### config.mk
export PLATFORM = sky130hd
export DESIGN_NAME = spi_cfg_slave
export DESIGN_NICKNAME = d
export VERILOG_FILES = /design/src/rtl/spi_cfg_pkg.sv /design/src/rtl/spi_cfg_sync.sv /design/src/rtl/spi_cfg_engine.sv /design/src/rtl/spi_cfg_regs.sv /design/src/rtl/spi_cfg_slave.sv
export SDC_FILE = /design/constraint.sdc
export NUM_CORES = 1
export LEC_CHECK = 0
export CAP_MARGIN = 40
export CORE_ASPECT_RATIO = 0.75
export CORE_MARGIN = 2
export CORE_UTILIZATION = 33
export CTS_BUF_LIST = sky130_fd_sc_hd__clkbuf_16
export DETAILED_ROUTE_END_ITERATION = 16
export MAX_ROUTING_LAYER = met4
export PLACE_DENSITY_LB_ADDON = 0.2
export SYNTH_ARGS = -nofsm -noshare
export SYNTH_HDL_FRONTEND = slang
export SYNTH_HIERARCHICAL = 1
export SYNTH_SLANG_ARGS = --single-unit
### constraint.sdc
create_clock -name clk -period 2.8 [get_ports clk]
set_clock_uncertainty 0.2 [all_clocks]
set_input_delay 0.56 -clock clk [delete_from_list [all_inputs] [get_ports clk]]
set_output_delay 0.56 -clock clk [all_outputs]
set_load 0.01 [all_outputs]
### src/rtl/spi_cfg_pkg.sv
// Shared constants for the serial register-access slave.
// Assumes byte-wide registers and byte-wide addresses.
package spi_cfg_pkg;
    localparam int BYTE_W = 8;
    localparam logic [7:0] CMD_STREAM_RD = 8'h40;
    localparam logic [7:0] CMD_STREAM_WR = 8'h80;

    typedef enum logic [1:0] {
        PH_CMD  = 2'd0,
        PH_ADDR = 2'd1,
        PH_DATA = 2'd2
    } phase_t;
endpackage

### src/rtl/spi_cfg_sync.sv
// Multi-stage synchronizer for a bundle of asynchronous input bits.
// Assumes each input bit is independent. Reset loads RST_VAL into every stage.
module spi_cfg_sync #(
    parameter int          W       = 3,
    parameter int          STAGES  = 2,
    parameter logic [W-1:0] RST_VAL = '0
) (
    input  logic         clk,
    input  logic         rst_n,
    input  logic [W-1:0] d,
    output logic [W-1:0] q
);
    logic [W-1:0] stg [STAGES];

    // Shift the raw inputs through the synchronizer chain.
    always_ff @(posedge clk) begin
        if (!rst_n) begin
            for (int i = 0; i < STAGES; i++) stg[i] <= RST_VAL;
        end else begin
            stg[0] <= d;
            for (int i = 1; i < STAGES; i++) stg[i] <= stg[i-1];
        end
    end

    assign q = stg[STAGES-1];
endmodule

### src/rtl/spi_cfg_engine.sv
// Protocol engine: detects serial clock edges, assembles bytes, decodes the
// command/address/data phases, issues write pulses and shifts read data out.
// Assumes synchronized inputs and a system clock at least 4x the serial clock.
module spi_cfg_engine
    import spi_cfg_pkg::*;
#(
    parameter int ADDR_W = 8
) (
    input  logic              clk,
    input  logic              rst_n,
    input  logic              csb_s,
    input  logic              sck_s,
    input  logic              sdi_s,
    input  logic [BYTE_W-1:0] rd_data,
    output logic [ADDR_W-1:0] rd_addr,
    output logic              wr_en,
    output logic [ADDR_W-1:0] wr_addr,
    output logic [BYTE_W-1:0] wr_data,
    output logic              sdo_bit
);
    localparam int CNT_W = $clog2(BYTE_W);

    phase_t              phase_q;
    logic [CNT_W-1:0]    bit_q;
    logic [BYTE_W-2:0]   rx_q;
    logic [BYTE_W-1:0]   cmd_q;
    logic [ADDR_W-1:0]   addr_q;
    logic [BYTE_W-1:0]   tx_q;
    logic                sck_d;
    logic                sck_rise, sck_fall, byte_done;
    logic [BYTE_W-1:0]   rx_byte;

    assign sck_rise  = sck_s & ~sck_d;
    assign sck_fall  = ~sck_s & sck_d;
    assign rx_byte   = {rx_q, sdi_s};
    assign byte_done = (bit_q == CNT_W'(BYTE_W - 1));
    assign rd_addr   = addr_q;

    // Remember the previous synchronized clock level for edge detection.
    always_ff @(posedge clk) begin
        if (!rst_n) sck_d <= 1'b0;
        else        sck_d <= sck_s;
    end

    // Receive path, phase sequencing, address stepping and write pulses.
    always_ff @(posedge clk) begin
        if (!rst_n) begin
            phase_q <= PH_CMD;
            bit_q   <= '0;
            rx_q    <= '0;
            cmd_q   <= '0;
            addr_q  <= '0;
            wr_en   <= 1'b0;
            wr_addr <= '0;
            wr_data <= '0;
        end else begin
            wr_en <= 1'b0;
            if (csb_s) begin
                phase_q <= PH_CMD;
                bit_q   <= '0;
            end else if (sck_rise) begin
                rx_q  <= rx_byte[BYTE_W-2:0];
                bit_q <= bit_q + 1'b1;
                if (byte_done) begin
                    unique case (phase_q)
                        PH_CMD: begin
                            cmd_q   <= rx_byte;
                            phase_q <= PH_ADDR;
                        end
                        PH_ADDR: begin
                            addr_q  <= ADDR_W'(rx_byte);
                            phase_q <= PH_DATA;
                        end
                        default: begin
                            if (cmd_q == CMD_STREAM_WR) begin
                                wr_en   <= 1'b1;
                                wr_addr <= addr_q;
                                wr_data <= rx_byte;
                            end
                            addr_q <= addr_q + 1'b1;
                        end
                    endcase
                end
            end
        end
    end

    // Transmit path: load a byte at the first falling edge of each slot, shift after.
    always_ff @(posedge clk) begin
        if (!rst_n) begin
            tx_q    <= '0;
            sdo_bit <= 1'b0;
        end else if (csb_s) begin
            sdo_bit <= 1'b0;
        end else if (sck_fall && phase_q == PH_DATA && cmd_q == CMD_STREAM_RD) begin
            if (bit_q == '0) begin
                sdo_bit <= rd_data[BYTE_W-1];
                tx_q    <= {rd_data[BYTE_W-2:0], 1'b0};
            end else begin
                sdo_bit <= tx_q[BYTE_W-1];
                tx_q    <= {tx_q[BYTE_W-2:0], 1'b0};
            end
        end
    end
endmodule

### src/rtl/spi_cfg_regs.sv
// Register bank: a hardwired identifier split over two bytes (high first) and
// NUM_CFG writable configuration bytes at CFG_BASE onward. Other addresses read 0.
// Assumes one-cycle write pulses. Reads are combinational.
module spi_cfg_regs
    import spi_cfg_pkg::*;
#(
    parameter int               ADDR_W   = 8,
    parameter int               NUM_CFG  = 4,
    parameter logic [ADDR_W-1:0] CFG_BASE = 8'h08,
    parameter logic [ADDR_W-1:0] ID_ADDR  = 8'h01,
    parameter logic [11:0]      MFG_ID   = 12'h456
) (
    input  logic                      clk,
    input  logic                      rst_n,
    input  logic                      wr_en,
    input  logic [ADDR_W-1:0]         wr_addr,
    input  logic [BYTE_W-1:0]         wr_data,
    input  logic [ADDR_W-1:0]         rd_addr,
    output logic [BYTE_W-1:0]         rd_data,
    output logic [NUM_CFG*BYTE_W-1:0] cfg_o
);
    localparam logic [15:0] ID16 = {4'h0, MFG_ID};

    logic [BYTE_W-1:0] cfg_q [NUM_CFG];
    logic [ADDR_W-1:0] wr_off, rd_off;

    assign wr_off = wr_addr - CFG_BASE;
    assign rd_off = rd_addr - CFG_BASE;

    for (genvar k = 0; k < NUM_CFG; k++) begin : g_cfg
        // Store one configuration byte when its address is written.
        always_ff @(posedge clk) begin
            if (!rst_n)                                cfg_q[k] <= '0;
            else if (wr_en && wr_off == ADDR_W'(k))    cfg_q[k] <= wr_data;
        end
        assign cfg_o[k*BYTE_W +: BYTE_W] = cfg_q[k];
    end

    // Read multiplexer over identifier bytes and configuration bytes.
    always_comb begin
        rd_data = '0;
        if (rd_addr == ID_ADDR)                rd_data = ID16[15:8];
        else if (rd_addr == ID_ADDR + 1'b1)    rd_data = ID16[7:0];
        else begin
            for (int k = 0; k < NUM_CFG; k++)
                if (rd_off == ADDR_W'(k)) rd_data = cfg_q[k];
        end
    end
endmodule

### src/rtl/spi_cfg_slave.sv
// Top level of the serial register-access slave: synchronizes the serial pins,
// runs the protocol engine and hosts the register bank. SDO is gated low
// directly by the raw select line. Assumes clk >= 4x serial clock.
module spi_cfg_slave
    import spi_cfg_pkg::*;
#(
    parameter int NUM_CFG = 4,
    parameter int ADDR_W  = 8
) (
    input  logic                      clk,
    input  logic                      rst_n,
    input  logic                      spi_csb,
    input  logic                      spi_sck,
    input  logic                      spi_sdi,
    output logic                      spi_sdo,
    output logic [NUM_CFG*BYTE_W-1:0] cfg_o
);
    logic [2:0]        pins_s;
    logic              csb_s, sck_s, sdi_s;
    logic              wr_en, sdo_bit;
    logic [ADDR_W-1:0] wr_addr, rd_addr;
    logic [BYTE_W-1:0] wr_data, rd_data;

    spi_cfg_sync #(.W(3), .STAGES(2), .RST_VAL(3'b100)) u_sync (
        .clk   (clk),
        .rst_n (rst_n),
        .d     ({spi_csb, spi_sck, spi_sdi}),
        .q     (pins_s)
    );

    assign csb_s = pins_s[2];
    assign sck_s = pins_s[1];
    assign sdi_s = pins_s[0];

    spi_cfg_engine #(.ADDR_W(ADDR_W)) u_eng (
        .clk     (clk),
        .rst_n   (rst_n),
        .csb_s   (csb_s),
        .sck_s   (sck_s),
        .sdi_s   (sdi_s),
        .rd_data (rd_data),
        .rd_addr (rd_addr),
        .wr_en   (wr_en),
        .wr_addr (wr_addr),
        .wr_data (wr_data),
        .sdo_bit (sdo_bit)
    );

    spi_cfg_regs #(.ADDR_W(ADDR_W), .NUM_CFG(NUM_CFG)) u_regs (
        .clk     (clk),
        .rst_n   (rst_n),
        .wr_en   (wr_en),
        .wr_addr (wr_addr),
        .wr_data (wr_data),
        .rd_addr (rd_addr),
        .rd_data (rd_data),
        .cfg_o   (cfg_o)
    );

    assign spi_sdo = ~spi_csb & sdo_bit;
endmodule

==> out/metrics.cfg <==
[status]
status = finished clean

[die]
io_pins = 38
dieHeight_um = 100.3
start_util_pct = 33.55
core_area_mm2 = 0.01217
dieArea_mm2 = 0.01329
rows = 35
die_x_um = 132.5

[clock_network]
holdBufCountCts = 0
numCtsBuffers = 9
post_cts_buffers = 0
path_clk_slew_ns = 0.06
cts.sinks = 92
cts_buffer_depth = 2
cts_tree = yes
htree_num_levels = 3
cts-root-buf = clkbuf_16
clock_latency_ns = 0.34
post_cts_resized = 0

[setup_path]
slowest_delay_ns = 0.46
end_kind = register
cp.required_ns = 2.87
crit_fanout = 8
worstSetupStartpointType = register
critical_path_class = register to register
path_cells = inv_1 > ha_1 > xor2_1 > or3_1 > buf_4 > o21ai_0 > mux2i_1 > or3_2 > a21oi_1
critPathArrivalTime_ns = 2.61
critPathSlowestCell = dfxtp_1

[sta]
period_needed_ns = 2.542
timing.slew.headroom_pct = 60.96
fin_ws_ns = 0.2583
tns_ns = 0
max_freq_ghz = 0.3934
maxSlewViolCount = 0
hold_viol = 0
period_share_pct = 90.77
fin_hold_ws_ns = 0.2142
setup_viol = 0
rsz0062_at_grt = no
tightest_slew_ns = 0.5857

[global_route]
grt_pass1_wl_um = 15480
grt-ovfl-total = 0
antenna_found_initial = 0
grt_max_degree = 34
grtUsageTotal_pct = 15.65
grt_pass1_vias = 2913

[synthesis]
ys_async_sr_fraction_pct = 0
yosys_warnings = 6
synth.distinct_cells = 50
syn-cell-area_mm2 = 0.004084
synth-edff-count = 32
yosysSeqAreaShare_pct = 52.94
synthCells = 414
synth_ff_type = dfxtp_1
syn-num-nets = 425
syn_area_per_cell_um2 = 9.865
synth-seq-cells = 92

[pwr]
peakVddDrop_mv = 0.4123
p_comb_share_pct = 4.6
p_int_mw = 2.148
netSwitchingFraction_pct = 20.75
leakage_nw = 1.710
power_switching_uw = 562.4
clock_power_share_pct = 42.9
seqPwrFrac_pct = 52.5
power_density_mw_per_mm2 = 549.7

[drt]
wl_per_cell_um = 15.53
ant_nets = 0
via_count = 3013
drcViolationCount = 0
dr.pass1.iters = 4
via_per_inst = 4.829
drt_wl_total_um = 9693
drt_iter0_drc = 143

[min_path]
hold_path_class = register to register

[place]
dp_hpwl_um = 6932
dp.cells = 608
routabilityCongestion = 0.8816
pre_cts_ws_ns = 0.2796
portBuffers = 37

[final_layout]
instances_no_fill = 624
nets = 464
final_util_pct = 40.50
drive_gt1_share_pct = 10.48
area.growth.synth_to_final_pct = 20.74
n_antenna_cell = 0

[job]
cap_viol_max_count = 0

## synthesized netlist by cell type (2+ instances only)
cell type | n | area share, %
mux4_2 | 7 | 3.9
a21oi_1 | 19 | 2.3
a211oi_1 | 2 | 0.37
buf_6 | 2 | 0.55
nor3b_1 | 2 | 0.37
buf_1 | 2 | 0.18
ha_1 | 6 | 1.8
inv_1 | 13 | 1.2
nand2b_1 | 5 | 0.77
nor2_1 | 56 | 5.1
a31oi_1 | 2 | 0.31
nand4_1 | 5 | 0.77
mux2i_1 | 21 | 5.1
nand2_1 | 47 | 4.3
nor4_1 | 3 | 0.46
buf_2 | 3 | 0.37
and2_1 | 5 | 0.77
nor2b_1 | 9 | 1.4
nor3_1 | 3 | 0.37
buf_4 | 3 | 0.55
nand3_1 | 24 | 2.9
dfxtp_1 | 60 | 29
edfxtp_1 | 32 | 24
clkbuf_1 | 13 | 1.2
or3_1 | 4 | 0.61
xnor2_1 | 4 | 0.86
o21ai_0 | 36 | 4.4
or3_2 | 4 | 0.74
## worst max-delay path, delay by kind of cell (launching register included)
kind	cells	cell delay, ns
compound gates	2	0.31
fa+ha+maj	1	0.22
buf+inv	2	0.26
simple gates	2	0.78
flops	1	0.46
mux	1	0.09
xor+xnor	1	0.15
## per-layer routing
layer	global-route usage, %	wire, um
met1	20.64	4835
met5	-	0
met2	24.07	4256
met3	4.293	513
met4	3.722	87
## power groups by stage
stage / logic (mW) / registers [mW] / clock network, mW
2_1_floorplan: 0.0433 / 1.46 / 0
3_3_place_gp: 0.127 / 1.45 / 0
3_5_place_dp: 0.128 / 1.45 / 0
4_1_cts: 0.128 / 1.42 / 1.20
5_1_grt: 0.135 / 1.43 / 1.25
6_report: 0.125 / 1.42 / 1.16
## registers in the layout (all words and copies together), names as in the netlist, 6 cells and up
name / flops
u_eng/cmd_q: 8
u_eng/tx_q: 7
u_sync/stg: 6
u_eng/wr_data: 8
u_eng/wr_addr: 8
u_regs/cfg_q: 32
u_eng/rd_addr: 8
u_eng/rx_q: 7
## layout make-up
class | count | area [um^2]
Tap cell | 166 | 207.7
Timing Repair Buffer | 51 | 470.5
Fill cell | 1226 | 7243
Inverter | 14 | 52.55
Clock inverter | 7 | 60.06
Multi-Input combinational cell | 285 | 1753
Sequential cell | 92 | 2162
Clock buffer | 9 | 225.2
## cells in the final DEF (no fill, tap or decap), drive strengths merged, types with 2 or more instances in the layout
cell,instances
a31oi,2
ha,6
a21oi,19
o221ai,2
nor3b,2
nand3,24
nand4,5
dfxtp,60
or3,8
o21ai,36
clkinv,4
nor3,3
a211oi,2
mux4,7
clkbuf,9
clkdlybuf4s50,36
and2,5
nor4,3
edfxtp,32
buf,15
nand2,47
inv,15
nor2,56
xnor2,4
mux2i,21
nand2b,5
nor2b,10
## per-stage QoR
step,power (mW),area (um^2)
4_1_cts,2.749,4931
3_3_place_gp,1.580,4646
3_5_place_dp,1.581,4646
2_1_floorplan,1.504,4084
6_report,2.710,4931
5_1_grt,2.809,4931
## worst paths after layout
kind | slack (ns) | cells past startpoint | endpoint | startpoint
min reg2reg | 0.21 | 1 | u_sync/stg[0][5] | u_sync/stg[0][2]
max | 0.26 | 9 | u_eng/tx_q[7] | u_eng/rd_addr[3]
max reg2reg | 0.26 | 9 | u_eng/tx_q[7] | u_eng/rd_addr[3]
min | 0.21 | 1 | u_sync/stg[0][5] | u_sync/stg[0][2]
## logic make-up after synthesis
logic type / Yosys count / share of synthesized area, %
compound gates: 69 / 9.528
simple gates: 176 / 21.20
buf+inv: 37 / 4.136
xor+xnor: 5 / 1.072
mux: 29 / 9.283
flops: 92 / 52.94
fa+ha+maj: 6 / 1.838
Note: power is estimated with default switching activity, not from simulation.
